<file path="config.mk">
export PLATFORM = sky130hd
export DESIGN_NAME = rail_sequencer
export DESIGN_NICKNAME = d
export VERILOG_FILES = /design/src/rtl/rseq_pkg.sv /design/src/rtl/sync_bits.sv /design/src/rtl/tick_timer.sv /design/src/rtl/rail_sequencer.sv
export SDC_FILE = /design/constraint.sdc
export NUM_CORES = 1
export LEC_CHECK = 0
export ABC_AREA = 1
export BUFFER_PORTS_ARGS = -buffer_cell sky130_fd_sc_hd__buf_2
export CAP_MARGIN = 10
export CORE_MARGIN = 2
export CORE_UTILIZATION = 50
export DETAILED_ROUTE_END_ITERATION = 8
export GPL_ROUTABILITY_DRIVEN = 0
export PLACE_DENSITY_LB_ADDON = 0.12
export SKIP_CTS_REPAIR_TIMING = 1
export SLEW_MARGIN = 20
export SYNTH_ARGS = -nofsm -noshare
export SYNTH_HDL_FRONTEND = slang
export SYNTH_SLANG_ARGS = --single-unit
</file>
<file path="constraint.sdc">
create_clock -name clk_i -period 3 [get_ports clk_i]
set_clock_uncertainty 0.15 [all_clocks]
set_input_delay 0.75 -clock clk_i [delete_from_list [all_inputs] [get_ports clk_i]]
set_output_delay 0.75 -clock clk_i [all_outputs]
set_load 0.02 [all_outputs]
</file>
<file path="src/rtl/rseq_pkg.sv">
package rseq_pkg;

    typedef enum logic [2:0] {
        MODE_HOLD    = 3'd0,
        MODE_RAMP_UP = 3'd1,
        MODE_ACTIVE  = 3'd2,
        MODE_LOWPWR  = 3'd3,
        MODE_RAMP_DN = 3'd4
    } mode_e;

    typedef enum logic [2:0] {
        ST_HOLD    = 3'd0,
        ST_UP_WAIT = 3'd1,
        ST_UP_PG   = 3'd2,
        ST_UP_RST  = 3'd3,
        ST_ACTIVE  = 3'd4,
        ST_LOWPWR  = 3'd5,
        ST_DN      = 3'd6
    } state_e;

    function automatic int max_i(input int a, input int b);
        return (a > b) ? a : b;
    endfunction

    function automatic mode_e mode_of(input state_e s);
        case (s)
            ST_HOLD:                           return MODE_HOLD;
            ST_UP_WAIT, ST_UP_PG, ST_UP_RST:   return MODE_RAMP_UP;
            ST_ACTIVE:                         return MODE_ACTIVE;
            ST_LOWPWR:                         return MODE_LOWPWR;
            default:                           return MODE_RAMP_DN;
        endcase
    endfunction

endpackage

</file>
<file path="src/rtl/sync_bits.sv">
module sync_bits #(
    parameter int W      = 2,
    parameter int STAGES = 2
) (
    input  logic         clk_i,
    input  logic         rst_ni,
    input  logic [W-1:0] d_i,
    output logic [W-1:0] q_o
);
    logic [W-1:0] stg_q [STAGES];
    logic [W-1:0] stg_d [STAGES];

    always_comb begin
        stg_d[0] = d_i;
        for (int s = 1; s < STAGES; s++) begin
            stg_d[s] = stg_q[s-1];
        end
    end

    generate
        for (genvar g = 0; g < STAGES; g++) begin : g_stage
            always_ff @(posedge clk_i or negedge rst_ni) begin
                if (!rst_ni) stg_q[g] <= '0;
                else         stg_q[g] <= stg_d[g];
            end
        end
    endgenerate

    assign q_o = stg_q[STAGES-1];
endmodule

</file>
<file path="src/rtl/tick_timer.sv">
module tick_timer #(
    parameter int TICK_DIV = 250,
    parameter int CNT_W    = 13
) (
    input  logic             clk_i,
    input  logic             rst_ni,
    input  logic             load_i,
    input  logic [CNT_W-1:0] ticks_i,
    output logic             expire_o
);
    localparam int SUB_W = (TICK_DIV > 1) ? $clog2(TICK_DIV) : 1;
    localparam logic [SUB_W-1:0] SUB_LAST = SUB_W'(TICK_DIV - 1);

    typedef struct packed {
        logic             busy;
        logic [CNT_W-1:0] ticks;
        logic [SUB_W-1:0] sub;
    } tmr_t;

    tmr_t t_d, t_q;

    always_comb begin
        t_d      = t_q;
        expire_o = t_q.busy && (t_q.sub == SUB_LAST) && (t_q.ticks == CNT_W'(1));
        if (load_i) begin
            t_d.busy  = 1'b1;
            t_d.ticks = ticks_i;
            t_d.sub   = '0;
        end else if (t_q.busy) begin
            if (t_q.sub == SUB_LAST) begin
                t_d.sub = '0;
                if (t_q.ticks == CNT_W'(1)) t_d.busy  = 1'b0;
                else                        t_d.ticks = t_q.ticks - CNT_W'(1);
            end else begin
                t_d.sub = t_q.sub + SUB_W'(1);
            end
        end
    end

    always_ff @(posedge clk_i or negedge rst_ni) begin
        if (!rst_ni) t_q <= '0;
        else         t_q <= t_d;
    end
endmodule

</file>
<file path="src/rtl/rail_sequencer.sv">
module rail_sequencer
    import rseq_pkg::*;
#(
    parameter int                 N_RAILS    = 7,
    parameter logic [N_RAILS-1:0] STBY_RAILS = 'b0010001,
    parameter int                 TICK_DIV   = 250,
    parameter int                 T_ON       = 2000,
    parameter int                 T_GAP      = 200,
    parameter int                 T_RST      = 2000,
    parameter int                 T_DEB      = 12,
    parameter int                 T_DN       = 800,
    parameter int                 T_PGTO     = 5000
) (
    input  logic               clk_i,
    input  logic               rst_ni,
    input  logic               aon_ready_i,
    input  logic               pwr_on_i,
    input  logic               sleep_req_i,
    input  logic [N_RAILS-1:0] stby_off_cfg_i,
    input  logic [N_RAILS-1:0] pgood_i,
    output logic [N_RAILS-1:0] rail_en_o,
    output logic [N_RAILS-1:0] lowv_sel_o,
    output logic               host_rst_n_o,
    output logic [2:0]         mode_o,
    output logic               fault_o
);
    localparam int IDX_W = (N_RAILS > 1) ? $clog2(N_RAILS) : 1;
    localparam int T_MAX = max_i(max_i(max_i(T_ON, T_GAP), max_i(T_RST, T_DEB)),
                                 max_i(T_DN, T_PGTO));
    localparam int CNT_W = $clog2(T_MAX + 1);
    localparam logic [IDX_W-1:0] LAST = IDX_W'(N_RAILS - 1);

    typedef struct packed {
        state_e             st;
        logic [IDX_W-1:0]   idx;
        logic [N_RAILS-1:0] en;
        logic [N_RAILS-1:0] lowv;
        logic               rst_n;
        logic               fault;
    } regs_t;

    localparam regs_t RST_VAL = '{st: ST_HOLD, idx: '0, en: '0, lowv: '0,
                                  rst_n: 1'b0, fault: 1'b0};

    regs_t r_d, r_q;

    // synchronized host requests
    logic [1:0] req_s;
    logic       on_s, sleep_s;

    sync_bits #(.W(2), .STAGES(2)) i_sync (
        .clk_i  (clk_i),
        .rst_ni (rst_ni),
        .d_i    ({sleep_req_i, pwr_on_i}),
        .q_o    (req_s)
    );
    assign on_s    = req_s[0];
    assign sleep_s = req_s[1];

    // sequence timer
    logic             tmr_load;
    logic [CNT_W-1:0] tmr_ticks;
    logic             tmr_exp;

    tick_timer #(.TICK_DIV(TICK_DIV), .CNT_W(CNT_W)) i_seq_tmr (
        .clk_i    (clk_i),
        .rst_ni   (rst_ni),
        .load_i   (tmr_load),
        .ticks_i  (tmr_ticks),
        .expire_o (tmr_exp)
    );

    // release debounce: held in reload unless running and request low
    logic running, deb_load, deb_exp, deb_fire;
    assign running  = (r_q.st == ST_ACTIVE) || (r_q.st == ST_LOWPWR);
    assign deb_load = on_s || !running;

    tick_timer #(.TICK_DIV(TICK_DIV), .CNT_W(CNT_W)) i_deb_tmr (
        .clk_i    (clk_i),
        .rst_ni   (rst_ni),
        .load_i   (deb_load),
        .ticks_i  (CNT_W'(T_DEB)),
        .expire_o (deb_exp)
    );
    assign deb_fire = deb_exp && !on_s;

    logic             dn_go;
    logic [IDX_W-1:0] dn_from;

    always_comb begin
        r_d       = r_q;
        tmr_load  = 1'b0;
        tmr_ticks = '0;
        dn_go     = 1'b0;
        dn_from   = LAST;

        case (r_q.st)
            ST_HOLD: begin
                r_d.en    = '0;
                r_d.lowv  = '0;
                r_d.rst_n = 1'b0;
                if (!on_s) begin
                    r_d.fault = 1'b0;
                end else if (!r_q.fault) begin
                    r_d.st    = ST_UP_WAIT;
                    r_d.idx   = '0;
                    tmr_load  = 1'b1;
                    tmr_ticks = CNT_W'(T_ON);
                end
            end
            ST_UP_WAIT: begin
                if (tmr_exp) begin
                    r_d.en[r_q.idx] = 1'b1;
                    r_d.st          = ST_UP_PG;
                    tmr_load        = 1'b1;
                    tmr_ticks       = CNT_W'(T_PGTO);
                end
            end
            ST_UP_PG: begin
                if (pgood_i[r_q.idx]) begin
                    tmr_load = 1'b1;
                    if (r_q.idx == LAST) begin
                        r_d.st    = ST_UP_RST;
                        tmr_ticks = CNT_W'(T_RST);
                    end else begin
                        r_d.idx   = r_q.idx + IDX_W'(1);
                        r_d.st    = ST_UP_WAIT;
                        tmr_ticks = CNT_W'(T_GAP);
                    end
                end else if (tmr_exp) begin
                    r_d.fault = 1'b1;
                    dn_go     = 1'b1;
                    dn_from   = r_q.idx;
                end
            end
            ST_UP_RST: begin
                if (tmr_exp) begin
                    r_d.st    = ST_ACTIVE;
                    r_d.rst_n = 1'b1;
                end
            end
            ST_ACTIVE: begin
                if (deb_fire) begin
                    dn_go = 1'b1;
                end else if (sleep_s) begin
                    r_d.st = ST_LOWPWR;
                    for (int i = 0; i < N_RAILS; i++) begin
                        if (STBY_RAILS[i]) begin
                            if (stby_off_cfg_i[i]) r_d.en[i]   = 1'b0;
                            else                   r_d.lowv[i] = 1'b1;
                        end
                    end
                end
            end
            ST_LOWPWR: begin
                if (deb_fire) begin
                    dn_go = 1'b1;
                end else if (!sleep_s) begin
                    r_d.st   = ST_ACTIVE;
                    r_d.en   = '1;
                    r_d.lowv = '0;
                end
            end
            ST_DN: begin
                if (tmr_exp) begin
                    r_d.en[r_q.idx] = 1'b0;
                    if (r_q.idx == '0) begin
                        r_d.st = ST_HOLD;
                    end else begin
                        r_d.idx   = r_q.idx - IDX_W'(1);
                        tmr_load  = 1'b1;
                        tmr_ticks = CNT_W'(T_DN);
                    end
                end
            end
            default: r_d = RST_VAL;
        endcase

        // ordered shutdown entry: top rail off now, next one after spacing
        if (dn_go) begin
            r_d.rst_n       = 1'b0;
            r_d.lowv        = '0;
            r_d.en[dn_from] = 1'b0;
            if (dn_from == '0) begin
                r_d.st = ST_HOLD;
            end else begin
                r_d.st    = ST_DN;
                r_d.idx   = dn_from - IDX_W'(1);
                tmr_load  = 1'b1;
                tmr_ticks = CNT_W'(T_DN);
            end
        end

        // loss of readiness overrides everything
        if (!aon_ready_i) begin
            r_d.st    = ST_HOLD;
            r_d.idx   = '0;
            r_d.en    = '0;
            r_d.lowv  = '0;
            r_d.rst_n = 1'b0;
        end
    end

    always_ff @(posedge clk_i or negedge rst_ni) begin
        if (!rst_ni) r_q <= RST_VAL;
        else         r_q <= r_d;
    end

    assign rail_en_o    = r_q.en;
    assign lowv_sel_o   = r_q.lowv;
    assign host_rst_n_o = r_q.rst_n;
    assign mode_o       = mode_of(r_q.st);
    assign fault_o      = r_q.fault;
endmodule

</file>
# Yosys cells after proc, flatten, opt, wreduce, memory -nomap -nowiden
# Cells that the tools add are included.
[word_totals]
in_bits = 19
register_bits = 70
output_inout_bits = 19
wordCells = 192
[op_classes]
addsub = 7
eq_ne = 32
magnitude_cmp = 4
n_mux = 92
reduce_logical = 35
n_bitwise = 6
[op_table]
columns = ["operator", "count"]
rows = [
  ["$mux 13", 7],
  ["$mux 22", 4],
  ["$mux 14", 4],
  ["$pmux 13 s4", 1],
  ["$mux 21", 2],
  ["$mux 3", 14],
  ["$pmux 3 s4", 3],
  ["$mux 11", 3],
  ["$ne 4x4->1 const B", 8],
  ["$mux 1", 30],
  ["$eq 13x1->1 const B", 2],
  ["$sub 13x1->13 const B", 2],
  ["$pmux 3 s7", 1],
  ["$mux 10", 2],
  ["$ne 4x3->1 const B", 5],
  ["$mux 6", 3],
  ["$add 8x1->8 const B", 2],
  ["$eq 8x8->1 const B", 2],
  ["$mux 8", 2],
  ["$reduce_or 5->1", 3],
  ["$and 7x7->7", 2],
  ["$not 7->7", 2],
  ["$eq 3x3->1 const B", 4],
  ["$reduce_and 6->1", 2],
  ["other kinds (34)", 66],
]

# Depth between registers and ports, before layout
# Gate-level depths: netlist of run 1.
[depth]
word_depth = 14
mapped_depth = 20
depth_no_buf = 18

# Cells and area by module
# A second synthesis of run 1 with hierarchy kept.
[hier_totals]
hier_cells = 741
area_unflattened_um2 = 4976.0
[by_module_without_submodules]
columns = ["module", "instances", "area_per_inst_um2", "cells_each", "seq_area_each_um2"]
rows = [
  ["rail_sequencer", 1, 1898.1, 313, 425.4],
  ["tick_timer (i_seq_tmr)", 1, 1529.0, 213, 550.5],
  ["tick_timer (i_deb_tmr)", 1, 1448.9, 211, 550.5],
  ["sync_bits", 1, 100.1, 4, 100.1],
]

# Worst setup path before layout of run 1
# OpenSTA, ideal clock, no wires.
[synth_path]
kind = "input to register"
start = "in pgood_i[3]"
end = "reg i_seq_tmr.t_q[11] (netlist bit)"
t_arrival_ps = 2369
setup_ps = 121
required_time_ps = 2729
setup_slack_ps = 360
cell_stages = 17
n_path_buf = 2
cell_sequence = "nand2_1 > nand2_1 > nand2_1 > nand2_4 > nor2_8 > nand3_2 > inv_1 > nand2_1 > ha_1 > inv_1 > nor2_4 > inv_2 > nand2_4 > buf_12 > buf_12 > o211ai_1 > nand2_1"
[synth_via]
elab_chain_len = 9
word_cells_on_any_way = 20
classes_between = "eq/ne: 1; mux: 15; reduce/logical: 4"
[synth_lines]
columns = ["item", "line_no", "rtl"]
rows = [
  ["start, declared", "rail_sequencer.sv:20", "input logic [N_RAILS-1:0] pgood_i,"],
  ["$bmux 1 s3 *", "rail_sequencer.sv:120", "if (pgood_i[r_q.idx]) begin"],
  ["$mux 1 (implied by the code) *", "rail_sequencer.sv:120", ""],
  ["$mux 3", "rail_sequencer.sv:120", ""],
  ["$mux 3", "rail_sequencer.sv:97", "case (r_q.st)"],
  ["$logic_not 3->1", "rail_sequencer.sv:184", "if (dn_from == '0) begin"],
  ["$mux 1", "rail_sequencer.sv:184", ""],
  ["$mux 1", "rail_sequencer.sv:180", "if (dn_go) begin"],
  ["$ne 2x1->1 (no source line) or $reduce_bool 2->1 (tied branches)", "-", ""],
  ["$reduce_and 3->1 (no source line)", "-", ""],
  ["end signal, assigned", "tick_timer.sv:42", "else t_q <= t_d;"],
  ["end, declared", "tick_timer.sv:20", "tmr_t t_d, t_q;"],
]
# Every way passes the cells marked *; elsewhere a longest branch is shown, timed or not. The select of a mux whose other input is x is not followed.
# A chain may end at the register's enable or synchronous reset.

# Worst setup path in the final report of run 1
[layout_path]
start = "reg i_seq_tmr.t_q[1] (netlist bit)"
end = "reg i_seq_tmr.t_q[7] (netlist bit)"
[layout_via]
elab_chain_len = 10
word_cells_on_any_way = 19
classes_between = "add/sub: 1; eq/ne: 1; mux: 13; reduce/logical: 4"
[layout_lines]
columns = ["item", "line_no", "rtl"]
rows = [
  ["$eq 8x8->1", "tick_timer.sv:24, tick_timer.sv:30", ""],
  ["$logic_and 1x1->1 (2 in series)", "tick_timer.sv:24", "expire_o = t_q.busy && (t_q.sub == SUB_LAST) && (t_q.ticks == CNT_W'(1));"],
  ["$mux 3", "rail_sequencer.sv:130", "end else if (tmr_exp) begin"],
  ["$mux 3", "rail_sequencer.sv:120", ""],
  ["$mux 3", "rail_sequencer.sv:97", ""],
  ["$logic_not 3->1", "rail_sequencer.sv:184", ""],
  ["$mux 1", "rail_sequencer.sv:184", ""],
  ["$mux 1", "rail_sequencer.sv:180", ""],
  ["$mux 22 or $reduce_bool 2->1 (tied branches)", "-", ""],
]
# Parallel ways exist; a longest one is shown, timed or not. The select of a mux whose other input is x is not followed.

==> flow_summary.yaml, run 1 <==
sta:
  tightest_slew_ns: 0.7750
  fmax_mhz: 361.6
  final-hold-violation-count: 0
  slew_headroom_pct: 47.94
  final.min_clock_period_ns: 2.766
  hold_slack_ns: 0.2018
  period_share_pct: 92.18
  setup_tns_ns: 0
  slew_viol_final: 0
  setup_viol: 0
  grt_setup_unrepaired: "false"
power:
  p_comb_share_pct: 33.7
  power_frac_clock_pct: 31.6
  internal-power_mw: 1.897
  p_per_area_mw_per_mm2: 562.0
  power.switching_mw: 1.131
  p_seq_share_pct: 34.7
  swShare_pct: 37.35
  p_leak_nw: 2.657
  vdd_drop_max_v: 0.0002434
cells_and_area:
  final_area_mm2: 0.005388
  mostFrequentLayoutCells: "nand2_1, nor2_1, inv_1"
  syn2layout_area_growth_pct: 9.819
  final_common_cell: "nand2_1"
  layout-drive-gt1-share_pct: 15.41
  antenna_cells: 0
  instances_no_fill: 847
  final_nets: 742
detailed_routing:
  drt_iter0_markers: 184
  first_pass_iters: 6
  vias: 4449
  wl_met1_mm: 5.522
  wl_met3_um: 519
  ant_nets: 0
  routed.top_layer: "met4"
  vias_per_cell: 5.253
  drc: 0
  routed-wl-met2_mm: 5.420
  wire_per_inst_um: 13.82
  drt_wl_total_mm: 11.70
clocking:
  cts_root_buf: "clkbuf_8"
  cts.htree.levels: 3
  clkSinkCount: 65
  cts_buffers: 9
  clock_path_buffers: 2
  cts_tree: "built"
  clk-insertion-delay-late_ns: 0.35
  clkTransAtPathRegs_ns: 0.08
worst_setup_path:
  r2r_setup_slack_ns: 0.23
  cp_cell_sequence: "inv_1 -> ha_1 -> nand2_1 -> nor2_2 -> nand3_4 -> nor2_2 -> nand3_4 -> nor2_1 -> ha_1 -> inv_1 -> nor2_4 -> inv_2 -> nand2_4 -> buf_12 -> nand2_2 -> o21ai_0"
  crit_path_top_delay_cell: "dfrtp_1"
  cpLargestDelayFamily: "simple AND/OR/NAND/NOR gates"
  cp_data_arrival_time_ns: 2.87
  worstPathMaxFanout: 14
  critPathRequiredTime_ns: 3.11
  end_kind: "flip-flop"
  cp_num_buf_inv: 4
  path_class: "flip-flop to flip-flop"
  critical-path-max-stage-delay_ns: 0.38
  start_kind: "flip-flop"
synthesis:
  synth_cell_type_count: 46
  seq_area_frac_synth_pct: 33.15
  syn_inst: 681
  async_flop_share_pct: 100.0
  yosys_register_bits: 65
  synth_top_cell_by_area: "dfrtp_1"
  synth_area_leaders: "dfrtp_1, nand2_1, nor2_1"
  syn_avg_cell_area_um2: 7.204
  synth_top_area_share_pct: 33.15
  synth-edff-count: 0
  syn_area_mm2: 0.004906
  ys.flop_type: "dfrtp_1"
  yosysWarningCount: 0
floorplan:
  die_area_mm2: 0.01062
  core_mm2: 0.009639
  die_y_um: 103.1
  pin_count: 38
  placementRows: 36
  initial_core_util_pct: 50.90
  die_w_um: 103.1
place:
  numPortBuffers: 27
  dp_hpwl_mm: 8.656
  dp_cells: 831
  post_dp_cell_area_mm2: 0.005124
global_routing:
  grt_pass1_wl_mm: 19.48
  antenna_found_initial: 0
  overflow: 0
  grt_max_degree: 44
  grt_pass1_vias: 4177
  grt.total_usage_pct: 23.29
min_path:
  min_path_type: "flip-flop to flip-flop"
run_status:
  status: "finished clean"
flow_run:
  maxCapViolations: 0
kinds of logic (layout without fill, tap and decap cells):
logic type	count (synthesis)	after routing	share of synthesized area [%]
AND/OR/NAND/NOR	359	359	34.17
other	1	5	0.07644
XOR/XNOR	24	24	4.285
AO/OA/AOI/OAI	110	110	13.77
buffers and inverters	108	137	10.97
adder cells (fa/ha/maj)	14	14	3.571
flip-flops	65	65	33.15
layout make-up:
class                   instances  area, µm²
clock buffers                  10      137.6
inverters                      79      301.5
well taps                     133      166.4
multi-input cells             512       2764
repair buffers                 42      276.5
flip-flops and latches         65       1627
clock inverters                 6      115.1
fillers                       961       4252
through the flow:
step	worst slack, ns	power, mW	utilization [%]
final	0.2345	3.028	55.89
after global routing	0.001339	3.233	55.89
after CTS	0.2047	3.038	55.78
after detailed placement	0.07260	2.065	53.15
after global placement	0.1121	2.041	53.15
after floorplan	0.3596	1.880	-
per-layer routing:
metal,vias up,GRT usage (%)
met5,-,0
li1,2258,-
met2,116,38.06
met4,0,8.198
met3,21,3.186
met1,2054,31.73
cell usage after synthesis, types with 4 or more instances:
master / instances
nand2_1: 164
xnor2_1: 4
a21oi_1: 28
nor2_4: 4
dfrtp_1: 65
o211ai_1: 4
clkbuf_1: 4
o31ai_1: 4
inv_2: 7
nor2_2: 6
nor2_1: 76
nand2_4: 5
buf_2: 4
o22ai_1: 4
buf_4: 16
ha_1: 14
nand4_1: 8
o21ai_1: 4
nand3_2: 4
xor2_1: 20
nor3_1: 23
nand3_1: 51
nand2_2: 7
o21bai_1: 6
o211ai_2: 9
o21ai_0: 45
inv_1: 69
flip-flops by register name (all words and copies together) (netlist names):
register and flops:
host_rst_n_o 1, rail_en_o 7, lowv_sel_o 2, fault_o 1
i_sync.stg_d 2, r_q 6, i_deb_tmr.t_q 22, i_sync.q_o 2
i_seq_tmr.t_q 22
power groups by stage:
stage	clock network, mW	logic [mW]	registers [mW]
2_1_floorplan	0	0.846	1.03
3_3_place_gp	0	0.979	1.06
3_5_place_dp	0	1.00	1.07
4_1_cts	0.979	1.01	1.05
5_1_grt	1.02	1.15	1.06
6_report	0.957	1.02	1.05
final timing paths:
path | start | cells after the start | endpoint
setup / recovery | i_seq_tmr.t_q[1] | 16 | i_seq_tmr.t_q[7]
hold / removal | i_sync.stg_d[0] | 0 | i_sync.q_o[0]
setup reg to reg | i_seq_tmr.t_q[1] | 16 | i_seq_tmr.t_q[7]
hold reg to reg | i_sync.stg_d[0] | 0 | i_sync.q_o[0]
max in group asynchronous | rst_ni | 2 | i_deb_tmr.t_q[4]
min in group asynchronous | rst_ni | 1 | i_deb_tmr.t_q[11]
(Power assumes the default switching activity.)
==> run 2: changes to the inputs <==
--- a/config.mk
+++ b/config.mk
@@ -5,7 +5,6 @@
 export SDC_FILE = /design/constraint.sdc
 export NUM_CORES = 1
 export LEC_CHECK = 0
-export ABC_AREA = 1
 export BUFFER_PORTS_ARGS = -buffer_cell sky130_fd_sc_hd__buf_2
 export CAP_MARGIN = 10
 export CORE_MARGIN = 2
==> flow_summary.yaml, run 2 <==
worst_setup_path:
  cp_num_cells: 17
  cp_data_arrival_time_ns: 3.20
  reg2regPathDepth: 17
  path_class: "flip-flop to flip-flop"
  end_kind: "flip-flop"
  critPathRequiredTime_ns: 3.15
  crit_path_top_delay_cell: "dfrtp_1"
  cp_cell_sequence: "inv_2 -> ha_4 -> nor4b_4 -> buf_4 -> nand3_4 -> nor2_4 -> nand2_2 -> nor2_4 -> ha_4 -> nand3b_1 -> nor3_2 -> a222oi_1 -> buf_4 -> buf_4 -> or3_4 -> a21oi_2 -> a21o_1"
  start_kind: "flip-flop"
  r2r_setup_slack_ns: -0.05
  worstPathMaxFanout: 6
  cpMostUsedCell: "buf_4"
  cp_num_buf_inv: 4
  critical-path-max-stage-delay_ns: 0.40
  cpLargestDelayFamily: "simple AND/OR/NAND/NOR gates"
power:
  internal-power_mw: 2.033
  p_comb_share_pct: 34.0
  vdd_drop_max_v: 0.0003147
  p_seq_share_pct: 33.0
  power_frac_clock_pct: 33.0
  power.switching_mw: 1.034
  total_power_mw: 3.067
  swShare_pct: 33.72
  p_per_area_mw_per_mm2: 554.0
  p_leak_nw: 2.448
synthesis:
  synth_top_area_share_pct: 37.44
  synth_most_common_cell: "dfrtp_1"
  syn_avg_cell_area_um2: 8.403
  synth_cell_type_count: 69
  synth.top_cells.by_count: "dfrtp_1, nand2_1, nor2_1, o21ai_0, a21oi_1"
  synth_top_cell_by_area: "dfrtp_1"
  yosys_register_bits: 65
  syn_inst: 517
  synth-edff-count: 0
  ys.flop_type: "dfrtp_1"
  synth_area_leaders: "dfrtp_1, nand2_1, o21ai_0"
  async_flop_share_pct: 100.0
  seq_area_frac_synth_pct: 37.44
  yosysWarningCount: 0
  syn_area_mm2: 0.004344
place:
  dp_hpwl_mm: 8.433
  numPortBuffers: 27
  dp_cells: 692
sta:
  fmax_mhz: 327.8
  final.min_clock_period_ns: 3.050
  slew_viol_final: 0
  final-hold-violation-count: 0
  worst_slack_ns: -0.05033
  period_share_pct: 101.7
  slew_headroom_pct: 55.11
  setup_viol: 5
  grt_setup_unrepaired: "true"
  tightest_slew_ns: 0.6671
clocking:
  clkSinkCount: 65
  cts.htree.levels: 3
  cts_buffers: 9
  cts_tree: "built"
  cts_root_buf: "clkbuf_8"
  clk-insertion-delay-late_ns: 0.36
  clock_path_buffers: 2
  clkTransAtPathRegs_ns: 0.08
global_routing:
  grt.total_usage_pct: 24.73
  grt_pass1_wl_mm: 19.13
  grt_max_degree: 41
  overflow: 0
  grt_pass1_vias: 4014
  antenna_found_initial: 0
cells_and_area:
  num-fill-cells: 728
  final_common_cell: "buf_4"
  antenna_cells: 0
  instances_no_fill: 719
  layout-drive-gt1-share_pct: 27.82
  mostFrequentLayoutCells: "buf_4, dfrtp_1, nand2_1"
  syn2layout_area_growth_pct: 27.45
  final_nets: 639
detailed_routing:
  vias: 4241
  wire_per_inst_um: 16.51
  drt_wl_total_mm: 11.87
  drc: 0
  first_pass_iters: 5
  vias_per_cell: 5.898
  drt_iter0_markers: 324
  ant_nets: 0
min_path:
  min_path_type: "flip-flop to flip-flop"
  holdPathStages: 0
floorplan:
  placementRows: 34
  die_w_um: 97.21
  die_area_mm2: 0.009450
  pin_count: 38
  core_mm2: 0.008551
  die_y_um: 97.21
  initial_core_util_pct: 50.80
flow_run:
  maxCapViolations: 0
run_status:
  violations: "setup timing"
  status: "complete, but fails checks"
run 2: power groups by stage:
stage          sequential [mW]  clock [mW]  combinational, mW
2_1_floorplan             1.04           0              0.565
3_3_place_gp              1.01           0              0.933
3_5_place_dp              1.02           0              0.944
4_1_cts                   1.00        1.03              0.948
5_1_grt                   1.02        1.07               1.13
6_report                  1.01        1.01               1.04
run 2: stage by stage:
stage / util (%) / setup TNS [ns] / setup WS, ns / area (µm²) / hold slack, ns
4_1_cts: 61.71 / -5.975 / -0.5164 / 5276 / 0.2073
2_1_floorplan: - / -5.222 / -0.3825 / 4400 / 0.1812
3_5_place_dp: 58.59 / -6.372 / -0.5370 / 5010 / 0.1887
3_3_place_gp: 58.59 / -4.951 / -0.4497 / 5010 / 0.1919
5_1_grt: 64.75 / -2.187 / -0.2323 / 5537 / 0.2094
6_report: 64.75 / -0.1055 / -0.05033 / 5537 / 0.2041
run 2: worst paths after layout:
check | from | to
max | i_seq_tmr.t_q[9] | i_seq_tmr.t_q[10]
max in group asynchronous | rst_ni | i_deb_tmr.t_q[12]
max reg2reg | i_seq_tmr.t_q[9] | i_seq_tmr.t_q[10]
min reg2reg | i_sync.stg_d[0] | i_sync.q_o[0]
min in group asynchronous | rst_ni | i_seq_tmr.t_q[8]
min | i_sync.stg_d[0] | i_sync.q_o[0]
run 2: area by class of cell:
class | instances | area (µm²) | share of cell area [%]
inverters | 16 | 60.06 | 1.085
repair buffers | 108 | 763.2 | 13.79
well taps | 108 | 135.1 | 2.441
clock inverters | 7 | 142.6 | 2.576
multi-input cells | 406 | 2683 | 48.45
flip-flops and latches | 65 | 1629 | 29.42
clock buffers | 9 | 123.9 | 2.237
run 2: metal layers:
metal	global-route usage [%]	vias to the layer above	share of wire (%)
li1	-	2052	-
met4	8.013	0	1.9
met5	0	-	0
met3	5.180	24	6.5
met2	39.10	143	48
met1	34.18	2022	43
run 2: logic make-up (layout without fill, tap and decap cells):
logic type               after synthesis  in the layout  synth area share (%)
multiplexers                           8              8                 1.872
buffers and inverters                 51            140                 5.847
other                                  1              5               0.08632
XOR/XNOR                              13             13                 2.621
AND/OR/NAND/NOR                      224            225                 27.05
AO/OA/AOI/OAI                        141            141                 21.05
adder cells (fa/ha/maj)               14             14                 4.032
flip-flops                            65             65                 37.44
